<file path="src/rtl/regcmd_pkg.sv">
package regcmd_pkg;
  // Strobes from control to datapath
  typedef struct packed {
    logic caLoad;    // command/address registers may update
    logic quadMode;  // four chip-select arrangement active
  } ctlStrobes_t;

  localparam int unsigned CS_COUNT   = 4;
  localparam int unsigned SWAP_BITS  = 2;  // top CA bits that become 1:1 in quad mode
endpackage

</file>
<file path="src/rtl/regcmd_ctl.sv">
module regcmd_ctl
  import regcmd_pkg::*;
#(
  parameter int unsigned CKE_W = 2,
  parameter int unsigned ODT_W = 2
) (
  input  logic             clk,
  input  logic             rstN,
  input  logic             csModeDual,
  input  logic [CKE_W-1:0] ckeIn,
  input  logic [ODT_W-1:0] odtIn,
  output logic [CKE_W-1:0] ckeOut,
  output logic [ODT_W-1:0] odtOut,
  output ctlStrobes_t      strobes
);

  logic [CKE_W-1:0] ckeQ;
  logic [ODT_W-1:0] odtQ;

  always_ff @(posedge clk) begin
    if (!rstN) begin
      ckeQ <= '0;
      odtQ <= '0;
    end else begin
      ckeQ <= ckeIn;
      odtQ <= odtIn;
    end
  end

  // Power-down is decided on the registered enables
  always_comb begin
    strobes.caLoad   = |ckeQ;
    strobes.quadMode = ~csModeDual;
  end

  assign ckeOut = ckeQ;
  assign odtOut = odtQ;

  p_ctl_latency_r6: assert property (@(posedge clk) disable iff (!rstN)
    $past(rstN) |-> (ckeOut == $past(ckeIn)) && (odtOut == $past(odtIn)));

  p_reset_idle_r8: assert property (@(posedge clk)
    $past(rstN) == 1'b0 && $past(rstN, 2) == 1'b1 |-> ckeOut == '0 && odtOut == '0);

endmodule

</file>
<file path="src/rtl/regcmd_datapath.sv">
module regcmd_datapath
  import regcmd_pkg::*;
#(
  parameter int unsigned CA_W = 22
) (
  input  logic                clk,
  input  logic                rstN,
  input  ctlStrobes_t         strobes,
  input  logic [CA_W-1:0]     caIn,
  input  logic [CS_COUNT-1:0] csInN,
  output logic [CA_W-1:0]     caOutA,
  output logic [CA_W-1:0]     caOutB,
  output logic [CS_COUNT-1:0] csOutN
);

  localparam int unsigned PLAIN_BITS = CA_W - SWAP_BITS;
  localparam int unsigned DUAL_SRC   = CS_COUNT / 2;
  localparam logic [CA_W-1:0] SHARED_MASK =
    {{SWAP_BITS{1'b1}}, {PLAIN_BITS{1'b0}}};

  logic [CA_W-1:0]     caAQ, caBQ, caANext, caBNext;
  logic [CS_COUNT-1:0] csQ, csNext;

  // Chip-select routing: dual mode folds the upper outputs onto the lower inputs
  for (genvar i = 0; i < CS_COUNT; i++) begin : g_csRoute
    localparam int unsigned DUAL_IDX = i % DUAL_SRC;
    assign csNext[i] = strobes.quadMode ? csInN[i] : csInN[DUAL_IDX];
  end

  always_comb begin
    caANext = strobes.caLoad ? caIn : caAQ;
    caBNext = strobes.caLoad ? caIn : caBQ;
    if (strobes.quadMode) caBNext = caBNext & ~SHARED_MASK;
  end

  always_ff @(posedge clk) begin
    if (!rstN) begin
      caAQ <= '0;
      caBQ <= '0;
      csQ  <= '1;
    end else begin
      caAQ <= caANext;
      caBQ <= caBNext;
      csQ  <= csNext;
    end
  end

  assign caOutA = caAQ;
  assign caOutB = caBQ;
  assign csOutN = csQ;

  p_dual_copies_r1: assert property (@(posedge clk) disable iff (!rstN)
    $past(rstN) && !$past(strobes.quadMode) |->
      csOutN[2] == $past(csInN[0]) && csOutN[3] == $past(csInN[1]) &&
      csOutN[0] == $past(csInN[0]) && csOutN[1] == $past(csInN[1]));

  p_quad_direct_r3: assert property (@(posedge clk) disable iff (!rstN)
    $past(rstN) && $past(strobes.quadMode) |-> csOutN == $past(csInN));

  p_load_copy_r4: assert property (@(posedge clk) disable iff (!rstN)
    $past(rstN) && $past(strobes.caLoad) |-> caOutA == $past(caIn));

  p_parked_b_r5: assert property (@(posedge clk) disable iff (!rstN)
    $past(rstN) && $past(strobes.quadMode) |-> caOutB[CA_W-1 -: SWAP_BITS] == '0);

  p_hold_static_r7: assert property (@(posedge clk) disable iff (!rstN)
    !strobes.caLoad |=> $stable(caOutA));

endmodule

</file>
<file path="src/rtl/regcmd_buffer.sv">
module regcmd_buffer
  import regcmd_pkg::*;
#(
  parameter int unsigned CA_W = 22
) (
  input  logic            clk,
  input  logic            rstN,
  input  logic            csModeDual,
  input  logic [CA_W-1:0] caIn,
  input  logic [3:0]      csInN,
  input  logic [1:0]      ckeIn,
  input  logic [1:0]      odtIn,
  output logic [CA_W-1:0] caOutA,
  output logic [CA_W-1:0] caOutB,
  output logic [3:0]      csOutN,
  output logic [1:0]      ckeOut,
  output logic [1:0]      odtOut
);

  ctlStrobes_t strobes;

  regcmd_ctl #(.CKE_W(2), .ODT_W(2)) u_ctl (
    .clk        (clk),
    .rstN       (rstN),
    .csModeDual (csModeDual),
    .ckeIn      (ckeIn),
    .odtIn      (odtIn),
    .ckeOut     (ckeOut),
    .odtOut     (odtOut),
    .strobes    (strobes)
  );

  regcmd_datapath #(.CA_W(CA_W)) u_dp (
    .clk     (clk),
    .rstN    (rstN),
    .strobes (strobes),
    .caIn    (caIn),
    .csInN   (csInN),
    .caOutA  (caOutA),
    .caOutB  (caOutB),
    .csOutN  (csOutN)
  );

endmodule

</file>
<file path="config.mk">
export PLATFORM = sky130hd
export DESIGN_NAME = regcmd_buffer
export DESIGN_NICKNAME = d
export VERILOG_FILES = /design/src/rtl/regcmd_pkg.sv /design/src/rtl/regcmd_ctl.sv /design/src/rtl/regcmd_datapath.sv /design/src/rtl/regcmd_buffer.sv
export SDC_FILE = /design/constraint.sdc
export NUM_CORES = 1
export LEC_CHECK = 0
export ABC_AREA = 1
export BUFFER_PORTS_ARGS = -buffer_cell sky130_fd_sc_hd__buf_2
export CELL_PAD_IN_SITES_DETAIL_PLACEMENT = 1
export CELL_PAD_IN_SITES_GLOBAL_PLACEMENT = 1
export CORE_UTILIZATION = 26
export CTS_BUF_LIST = sky130_fd_sc_hd__clkbuf_8
export DETAILED_ROUTE_END_ITERATION = 7
export PLACE_DENSITY = 0.88
export SLEW_MARGIN = 20
export SYNTH_ARGS = -nofsm -noshare
export SYNTH_HDL_FRONTEND = slang
export SYNTH_SLANG_ARGS = --single-unit
</file>
<file path="constraint.sdc">
create_clock -name clk -period 0.9 [get_ports clk]
set_clock_uncertainty 0.2 [all_clocks]
set_input_delay 0.045 -clock clk [delete_from_list [all_inputs] [get_ports clk]]
set_output_delay 0.045 -clock clk [all_outputs]
set_load 0.02 [all_outputs]
</file>
==> metrics.log <==
INFO  metric grt_antenna_before_repair = 0
INFO  metric final_critical_delay_including_setup_and_external_delays = 1160 ps
INFO  metric global_route_wire_length_before_repair = 6.50 mm
INFO  metric run_status = finished, violations left
INFO  metric synthesis.nets = 185
INFO  metric critical_path.endpoint_type = register
INFO  metric cp_top_family = flip-flops
INFO  metric critPathMaxFanout = 11
INFO  metric yosys-top-cells-area = dfxtp_1 (51%), buf_4 (13%), nor2_1 (11%), o21ai_0 (6.8%), nand2_1 (4.5%)
INFO  metric r2r_startpoint = u_ctl.ckeOut[0]
INFO  metric static_leak = 1.16 nW
INFO  metric postLayoutCoreUtil = a little over half
INFO  metric first_global_vias = about 1400
INFO  metric worst-slew-pin-transition = 181 ps
INFO  metric yosysWarningCount = 0
INFO  metric synth_instances = 152
INFO  metric antenna_violating_nets_post_route = 0
INFO  metric clock-root-buffer = clkbuf_8
INFO  metric violations = negative hold slack, negative setup slack
INFO  metric die-height = 71.6 microns
INFO  metric finish.cell_count_without_fillers = a little over 300
INFO  metric route.detailed.wl_per_inst = 14.4 microns
INFO  metric numCtsBuffers = 5
INFO  metric hpwlAfterDp = 2.51 mm
INFO  metric combinational_share_of_power = 30.0%
INFO  metric htreeDepth = 2
INFO  metric postRouteWirelength = around 4.4 mm
INFO  metric dieWidth = approximately 70 microns
INFO  metric synth_sequential_area_ratio = 50.9%
INFO  metric whs_path_depth = 2
INFO  metric effective_utilization_at_floorplan = about 28%
INFO  metric filler_cell_count = 498
INFO  metric drt_drc_violations_left = 0
INFO  metric clock_power_share = 26.2%
INFO  metric grt_remaining_overflow = 0
INFO  metric synth.ff_latch_count = 32
INFO  metric critPathMaxStageDelay = 360 ps
INFO  metric synth.avg_cell_area = between 8 and 9 sq um
INFO  metric ir_worst_vdd = a little under 0.6 mV
INFO  metric final_max_slew_viol_count = 0
INFO  metric seqPwrFrac = 43.8%
INFO  metric cts_tree = done
INFO  metric global_route.usage.total = between 10% and 20%
INFO  metric final.setup.worst_slack = -258 ps
INFO  metric routability_congestion_estimate_from_global_placement = about 0.68
INFO  metric number_of_cells_traversed_by_the_worst_register_to_register_path = 4
INFO  metric timing.max_cap.violations = 0
INFO  metric finalCritPeriodShare = 129%
INFO  metric synth.distinct_cells = 17
INFO  metric finalHoldViolCount = 21
INFO  metric worst_setup_path_start_kind = register
INFO  metric ys_async_sr_fraction = 0%
INFO  metric std_cell_rows = 24
INFO  metric n_antenna_cell = 0
INFO  metric worstSetupPathType = register to register
INFO  metric slew-limit-headroom = 87.9%
INFO  metric mappedNetlistArea = 1260 sq um
INFO  metric switching_power_summed_over_all_nets = 1.11 mW
INFO  metric r2r_setup_slack = -260 ps
INFO  metric core_area = 4500 sq um
INFO  metric r2r_end = u_dp.caOutA[10]
INFO  metric power.share.switching = 29.6%
INFO  metric insertion_delay = around 280 ps
INFO  metric fp.dieArea = 5120 sq um
INFO  metric detailedRoute.firstPassIterationCount = 4
INFO  metric worst-endpoint-required = 900 ps
INFO  metric hold_class = primary input to register
INFO  metric placed_cells = 269
INFO  metric grt_setup_unrepaired = true
INFO  metric cp_num_buf_inv = 1
INFO  metric port_buffers = 84
INFO  metric ctsLongestPathBuffers = 2
INFO  metric design.portCount = between 80 and 90
INFO  metric synth_top_area_share = 50.9%
INFO  metric route.vias.total = roughly 1300
INFO  metric nNetsFinal = 285
INFO  metric master_of_the_slowest_instance_on_the_critical_path = dfxtp_4
INFO  metric whs = -215 ps
INFO  metric pin_count_of_the_biggest_net_entering_global_routing = 15
INFO  metric cts_sinks = 32
INFO  metric clock.fmax = 864 MHz
INFO  metric placement.cell_area = 1620 sq um
INFO  metric design_area = 2410 sq um
INFO  metric cp_cell_sequence = nor2_4, buf_12, o21ai_1, nor2_1
INFO  metric hold_path_startpoint = csInN[1]
INFO  metric cts.reportedPaths.clkPinSlew = ~60 ps
INFO  metric power.density = 1560 nW/um^2
INFO  metric finalSetupViolCount = 76
INFO  metric synth-edff-count = 0
INFO  metric hold-path-endpoint = u_dp.csOutN[1]
INFO  metric place_worst_setup_slack = -230 ps
INFO  metric synth_flop_cell = dfxtp_1
INFO  metric detail_route.iter0.violations = 18
INFO  metric worstPathArrival = 1160 ps
INFO  metric area_delta_synth_final = 91.6%
INFO  metric synth_area_leader = dfxtp_1
INFO  metric avgViaCountPerCell = 4.34
INFO  metric internal_power_summed_over_all_cells = between 2 and 3 mW
INFO  metric ratio_of_cells_with_drive_above_1_in_the_final_layout = a little over three fifths
## cell usage after synthesis (3+ instances only)
| cell | n |
|---|---|
| o21ai_0 | 17 |
| buf_6 | 4 |
| o21ai_1 | 3 |
| inv_1 | 8 |
| a21oi_1 | 4 |
| dfxtp_1 | 32 |
| buf_4 | 22 |
| nand2_1 | 15 |
| nor2_2 | 3 |
| nor2_1 | 37 |
## flip-flops by register name, summed over array words and instances, names as in the netlist
name,count
u_dp.caOutB,2
u_dp.caOutA,22
u_ctl.odtOut,2
u_ctl.ckeOut,2
u_dp.csOutN,4
## cell families (layout without fill, tap and decap cells)
logic type | after synthesis | after routing | synth area share (%)
buffers and inverters | 36 | 136 | 19.7
AO/OA/AOI/OAI | 25 | 25 | 10.1
flip-flops | 32 | 32 | 50.9
AND/OR/NAND/NOR | 59 | 59 | 19.3
## final cells by class
type / count / area, sq um / share of cell area (%)
clock buffer: 5 / 68.8 / 2.85
clock inverter: 2 / 8.76 / 0.363
inverter: 9 / 36.3 / 1.50
multi-input combinational: 84 / 415 / 17.2
sequential: 32 / 716 / 29.7
tap: 52 / 65.1 / 2.70
timing repair buffer: 120 / 1100 / 45.7
## power by group through the flow
stage / combinational [mW] / clock, mW / sequential, mW
global placement: 0.730 / 0 / 1.61
floorplan: 0.407 / 0 / 1.75
detailed placement: 0.744 / 0 / 1.62
finish: 1.13 / 0.984 / 1.64
global route: 1.20 / 1.07 / 1.66
CTS: 1.03 / 1.03 / 1.65
## cells in the final DEF (no fill, tap or decap), types with 2 or more instances in the layout
master          n
buf_6          54
buf_2          33
nor2_1         31
dfxtp_2        18
dlygate4sd3_1  17
nand2_1        15
dfxtp_4        14
o21ai_1        13
buf_4          12
nor2_2          7
inv_1           7
o21ai_0         6
clkbuf_8        5
nor2_4          3
a21oi_2         3
inv_2           2
buf_12          2
## stage by stage
stage                     total power [mW]  setup TNS [ps]
after floorplan                       2.15           -3660
after global placement                2.34           -3950
after detailed placement              2.36           -4790
after CTS                             3.70          -10140
after global routing                  3.92          -12720
final                                 3.75           -9910
## metal layers
layer	vias to the layer above	share of wire [%]	GRT usage, %
met1	606	36	16.0
met2	49	58	34.3
met3	7	4.1	3.23
met4	0	1.9	8.50
met5	-	0	0
li1	657	-	-
## worst max-delay path by stage
stage                    start              end  slack, ps  cells past startpoint
2_1_floorplan  u_ctl.ckeOut[0]  u_dp.caOutA[20]       -160                      4
3_3_place_gp   u_ctl.ckeOut[0]  u_dp.caOutB[20]       -170                      4
4_1_cts        u_ctl.ckeOut[0]  u_dp.caOutB[21]       -220                      4
6_report       u_ctl.ckeOut[0]  u_dp.caOutA[10]       -260                      4
3_5_place_dp   u_ctl.ckeOut[0]  u_dp.caOutB[21]       -230                      4
5_1_grt        u_ctl.ckeOut[0]  u_dp.caOutA[20]       -330                      4
## timing repair
action / 4_1_cts / 5_1_grt
setup buffers: 0 / 9
resized for setup: 141 / 30
cloned: 1 / 0
endpoints found under the setup margin: 76 / 79
hold buffers: 18 / 1
endpoints found under the hold margin: 32 / 21
(Power assumes the default switching activity.)
